### src/rtl/afd_pkg.sv
package afd_pkg;
  typedef enum logic [1:0] {
    SRC_OWN = 2'b00,
    SRC_EXT = 2'b10
  } src_sel_e;
endpackage

### src/rtl/afd_cfg_ctl.sv
module afd_cfg_ctl #(
  parameter int W = 8
) (
  input  logic         clk_i,
  input  logic         rst_ni,
  input  logic [W-1:0] num_i,
  input  logic [W-1:0] den_i,
  input  logic [W-1:0] div_i,
  input  logic [1:0]   src_i,
  output logic         clr_o,
  output logic         stop_o,
  output logic         err_o
);
  localparam int CW = 3*W + 2;

  logic [CW-1:0] cfg_d, cfg_q;
  logic          zero;

  assign cfg_d = {num_i, den_i, div_i, src_i};

  always_ff @(posedge clk_i or negedge rst_ni) begin
    if (!rst_ni) cfg_q <= '0;
    else         cfg_q <= cfg_d;
  end

  assign clr_o  = (cfg_d != cfg_q);
  assign zero   = (num_i == '0) || (den_i == '0);
  assign err_o  = !zero && (num_i > den_i);
  assign stop_o = zero || err_o;
endmodule

### src/rtl/afd_frac_acc.sv
module afd_frac_acc #(
  parameter int W = 8
) (
  input  logic         clk_i,
  input  logic         rst_ni,
  input  logic         clr_i,
  input  logic         stop_i,
  input  logic [W-1:0] num_i,
  input  logic [W-1:0] den_i,
  output logic         mclk_o,
  output logic         mclk_en_o
);
  localparam int AW = W + 1;

  logic [W-1:0]  acc_q;
  logic          mclk_q, en_q;
  logic [AW-1:0] sum, rem;
  logic          wrap;

  always_comb begin
    sum  = {1'b0, acc_q} + {1'b0, num_i};
    wrap = (sum >= {1'b0, den_i});
    rem  = sum - {1'b0, den_i};
  end

  always_ff @(posedge clk_i or negedge rst_ni) begin
    if (!rst_ni) begin
      acc_q  <= '0;
      mclk_q <= 1'b0;
      en_q   <= 1'b0;
    end else if (clr_i || stop_i) begin
      acc_q  <= '0;
      mclk_q <= 1'b0;
      en_q   <= 1'b0;
    end else begin
      en_q <= wrap && !mclk_q;
      if (wrap) begin
        acc_q  <= rem[W-1:0];
        mclk_q <= ~mclk_q;
      end else begin
        acc_q  <= sum[W-1:0];
      end
    end
  end

  assign mclk_o    = mclk_q;
  assign mclk_en_o = en_q;
endmodule

### src/rtl/afd_bclk_div.sv
module afd_bclk_div #(
  parameter int W = 8
) (
  input  logic         clk_i,
  input  logic         rst_ni,
  input  logic         clr_i,
  input  logic         src_en_i,
  input  logic [W-1:0] div_i,
  output logic         bclk_en_o
);
  logic [W-1:0] cnt_q;
  logic         en_q;
  logic         last;

  assign last = (cnt_q == div_i);

  always_ff @(posedge clk_i or negedge rst_ni) begin
    if (!rst_ni) begin
      cnt_q <= '0;
      en_q  <= 1'b0;
    end else if (clr_i) begin
      cnt_q <= '0;
      en_q  <= 1'b0;
    end else begin
      en_q <= src_en_i && last;
      if (src_en_i) cnt_q <= last ? '0 : cnt_q + 1'b1;
    end
  end

  assign bclk_en_o = en_q;
endmodule

### src/rtl/audio_clk_div.sv
module audio_clk_div #(
  parameter int W = 8
) (
  input  logic         clk_i,
  input  logic         rst_ni,
  input  logic [W-1:0] num_i,
  input  logic [W-1:0] den_i,
  input  logic [W-1:0] bit_div_i,
  input  logic [1:0]   src_sel_i,
  input  logic         ext_mclk_en_i,
  output logic         mclk_o,
  output logic         mclk_en_o,
  output logic         bclk_en_o,
  output logic         cfg_err_o
);
  import afd_pkg::*;

  logic clr, stop, own_en, src_en;

  afd_cfg_ctl #(.W(W)) u_cfg (
    .clk_i  (clk_i),
    .rst_ni (rst_ni),
    .num_i  (num_i),
    .den_i  (den_i),
    .div_i  (bit_div_i),
    .src_i  (src_sel_i),
    .clr_o  (clr),
    .stop_o (stop),
    .err_o  (cfg_err_o)
  );

  afd_frac_acc #(.W(W)) u_frac (
    .clk_i     (clk_i),
    .rst_ni    (rst_ni),
    .clr_i     (clr),
    .stop_i    (stop),
    .num_i     (num_i),
    .den_i     (den_i),
    .mclk_o    (mclk_o),
    .mclk_en_o (own_en)
  );

  always_comb begin
    case (src_sel_i)
      SRC_OWN: src_en = own_en;
      SRC_EXT: src_en = ext_mclk_en_i;
      default: src_en = 1'b0;
    endcase
  end

  afd_bclk_div #(.W(W)) u_bclk (
    .clk_i     (clk_i),
    .rst_ni    (rst_ni),
    .clr_i     (clr),
    .src_en_i  (src_en),
    .div_i     (bit_div_i),
    .bclk_en_o (bclk_en_o)
  );

  assign mclk_en_o = own_en;
endmodule

### config.mk
export PLATFORM = sky130hd
export DESIGN_NAME = audio_clk_div
export DESIGN_NICKNAME = d
export VERILOG_FILES = /design/src/rtl/afd_pkg.sv /design/src/rtl/afd_cfg_ctl.sv /design/src/rtl/afd_frac_acc.sv /design/src/rtl/afd_bclk_div.sv /design/src/rtl/audio_clk_div.sv
export SDC_FILE = /design/constraint.sdc
export NUM_CORES = 1
export LEC_CHECK = 0
export CAP_MARGIN = 20
export CORE_ASPECT_RATIO = 2
export CORE_UTILIZATION = 44
export DETAILED_ROUTE_END_ITERATION = 7
export MAX_ROUTING_LAYER = met4
export PLACE_DENSITY = 0.77
export REMOVE_ABC_BUFFERS = 1
export SYNTH_ARGS = -nofsm -noshare
export SYNTH_HDL_FRONTEND = slang
export SYNTH_SLANG_ARGS = --single-unit
### constraint.sdc
create_clock -name clk_i -period 4.19 [get_ports clk_i]
set_input_delay 0.419 -clock clk_i [delete_from_list [all_inputs] [get_ports clk_i]]
set_output_delay 0.419 -clock clk_i [all_outputs]
set_load 0.03 [all_outputs]
==> flow_summary.yaml <==
run_status:
  outcome: "finished with violations"
  violations: "design-rule violations"
min_path:
  min_path_type: "in -> async"
synthesis:
  yosys.area.top_type: "dfrtp_1"
  synth_top_flop_cell: "dfrtp_1"
  syn_inst: 264
  synth_edf_count: 0
  yosys_warnings: 0
  ys_ff_latch: 45
  synth.avg_cell_area_um2: 10.37
  ys_types: 38
  ys_seq_area_share_pct: 41.13
  synthArstFlopShare_pct: 100.0
  netlist_area_mm2: 0.002738
  synth_top_area_share_pct: 41.13
  synth_area_leaders: "dfrtp_1 (41%), ha_1 (11%), xnor2_1 (9.6%)"
setup_path:
  worstReg2RegStart: "u_frac.acc_q[1]"
  crit_required_ns: 4.34
  worst-path-max-fanout: 11
  worst_path_dominant_cell_family: "compound AO/OA/AOI/OAI gates"
  r2r_setup_slack_ns: 0.70
  end_kind: "register"
  cp_slowest_cell: "clkdlybuf4s50_1"
  path_buf_inv: 3
  start_kind: "input port"
  worstPathCellList: "clkdlybuf4s50_1 > ha_1 > a211oi_1 > o21bai_1 > a211o_1 > a21oi_1 > xor2_1 > inv_1 > ha_1 > a211oi_1 > o21ai_0 > a31oi_1 > nand2_1 > buf_4 > mux2i_1 > nor2_1"
  criticalPathCategory: "in -> reg"
  max_stage_delay_ns: 0.42
  arrival_ns: 3.82
  startpoint: "num_i[1]"
timing:
  fin_worst_skew_ns: 0.009155
  slew_violations: 0
  rsz0062_at_grt: "false"
  fmax_ghz: 0.2731
  post-route-period-util_pct: 87.40
  hold_violations: 0
  whs_ns: 0.4977
  tns_ns: 0
  relSlewSlack_pct: 59.25
  tightest_slew_ns: 0.6091
  period_needed_ns: 3.662
  setup_viol: 0
place:
  port_buffers: 32
  placed_area_mm2: 0.003151
  hpwl_mm: 5.081
  gp_congestion: 0.8807
  dp.cells: 361
global_routing:
  grt_pass1_wl_mm: 10.19
  antenna_found_initial: 0
  grt_use_total_pct: 21.49
  grt_max_degree: 46
  grt_pass1_vias: 2227
  grt.overflow.total: 0
final_layout:
  area_growth_pct: 21.39
  drive_gt1_share_pct: 7.792
  fin_cells: 371
  fin_area_mm2: 0.003323
  fin_nets: 363
  diodes: 0
clocking:
  clockRootBuffer: "clkbuf_16"
  cts_resized: 0
  post_cts.repair.setup_buffers: 0
  cts_tree: "yes"
  insertion_delay_ns: 0.29
  clockBufferDepth: 2
  clkTransAtPathRegs_ns: 0.07
  cts_sinks: 45
  cts_max_level: 2
  numCtsBuffers: 5
detailed_routing:
  ant_nets: 0
  firstDrtPassIters: 6
  vias_per_cell: 5.846
  detail_route.wl_per_cell_um: 17.30
  drc: 3
  drt-initial-drc-count: 59
  wl_mm: 6.417
  num_vias: 2169
flow_run:
  drv_cap: 0
floorplanning:
  die_w_um: 57.78
  core_mm2: 0.006006
  ios: 33
  fp.dieH_um: 113.6
  core.rowCount: 40
  start_util_pct: 45.58
  dieArea_mm2: 0.006560
power_and_ir_drop:
  vdd_drop_max_mv: 0.2338
  p_leak_nw: 1.461
  powerDensity_mw_per_mm2: 309.4
==> synth_stat cells (all sizes together) (2+ instances only) <==
library cell,count
dfrtp,45
xnor2,30
ha,25
nor2,22
a21oi,20
o21ai,15
xor2,15
inv,11
nand4,10
nor4,9
nand2,8
a211oi,7
mux2i,6
nand3b,6
and3,4
a21o,3
nor2b,3
or2,3
a31oi,2
clkbuf,2
fa,2
nor3b,2
o21a,2
o21bai,2
==> stage by stage <==
stage                     setup WS [ns]  total power [mW]  util (%)
after global routing             0.3059             1.068     55.33
final                            0.5280             1.028     55.33
after detailed placement         0.3129            0.6503     52.46
after CTS                        0.5909             1.029     54.83
after floorplan                   1.080            0.5664         -
after global placement           0.3720            0.6456     52.46
==> sequential cells by signal (all words and copies together) (netlist names) <==
signal,count
u_bclk.bclk_en_o,1
u_cfg.cfg_q,26
u_bclk.cnt_q,8
u_frac.mclk_o,1
u_frac.mclk_en_o,1
u_frac.acc_q,8
==> area by class of cell <==
cell class | count | area [um2]
Fill cell | 525 | 2683
Multi-Input combinational cell | 205 | 1551
Sequential cell | 45 | 1126
Timing Repair Buffer | 39 | 382.9
Clock buffer | 5 | 125.1
Tap cell | 63 | 78.83
Inverter | 11 | 41.29
Clock inverter | 3 | 17.52
==> power by group <==
part | switching [mW] | internal [mW] | leakage, nW | total [mW]
Clock | 0.164 | 0.219 | 0.0696 | 0.382
Combinational | 0.102 | 0.0905 | 0.823 | 0.193
Sequential | 0.00576 | 0.447 | 0.569 | 0.453
==> worst reg2reg max path: stages (launching register included) <==
cell	delay, ns
dfrtp_1	0.40
ha_1	0.30
a211oi_1	0.30
o21bai_1	0.15
a211o_1	0.33
a21oi_1	0.17
xor2_1	0.25
inv_1	0.07
ha_1	0.19
a211oi_1	0.21
o21ai_0	0.13
a31oi_1	0.31
nand2_1	0.12
buf_4	0.21
mux2i_1	0.17
nor2_1	0.06
==> path summary, 6_finish.rpt <==
path | endpoint | depth (start not counted)
hold / removal | u_cfg.cfg_q[9] | 2
setup reg to reg | u_frac.acc_q[3] | 15
hold reg to reg | u_frac.mclk_en_o | 1
min in group clk_i | u_frac.mclk_en_o | 1
setup / recovery | u_frac.acc_q[3] | 16
max in group asynchronous | u_cfg.cfg_q[17] | 3
==> logic make-up after synthesis <==
kind of cell	synth area share [%]
fa+ha+maj	12.89
simple gates	14.53
compound gates	12.66
mux	2.194
flops	41.13
xor+xnor	14.40
buf+inv	2.194
==> layout by cell type (no fill, tap or decap), types with 2 or more instances in the layout <==
cell | Yosys | final
nand2_1 | 8 | 8
o21ai_0 | 15 | 15
buf_4 | 0 | 5
or2_2 | 3 | 3
ha_1 | 25 | 25
nor2b_1 | 3 | 3
clkinv_2 | 0 | 2
clkbuf_16 | 0 | 5
o21a_1 | 2 | 2
clkdlybuf4s50_1 | 0 | 31
xor2_1 | 15 | 15
and3_1 | 4 | 4
a211oi_1 | 4 | 4
nand3b_1 | 6 | 6
nor4_1 | 8 | 8
inv_1 | 11 | 11
xnor2_1 | 30 | 30
dfrtp_1 | 45 | 45
nand4_1 | 9 | 9
a21o_1 | 3 | 3
mux2i_1 | 6 | 6
fa_1 | 2 | 2
a21oi_1 | 20 | 20
o21bai_1 | 2 | 2
a31oi_1 | 2 | 2
nor2_1 | 22 | 22
a211oi_2 | 3 | 3
==> routing by layer <==
| metal | up-vias | global-route usage (%) | part of all wire [%] |
|---|---|---|---|
| li1 | 1032 | - | - |
| met1 | 1057 | 20.62 | 35 |
| met2 | 63 | 40.93 | 59 |
| met3 | 17 | 2.948 | 2.9 |
| met4 | 0 | 9.524 | 3.2 |
| met5 | - | - | 0 |
==> timing repair <==
| item | 4_1_cts | 5_1_grt |
|---|---|---|
| hold buffers | 0 | 1 |
| setup endpoints to repair | 0 | 0 |
| endpoints found under the hold margin | 0 | 6 |
Note: power is estimated with default switching activity, not from simulation.
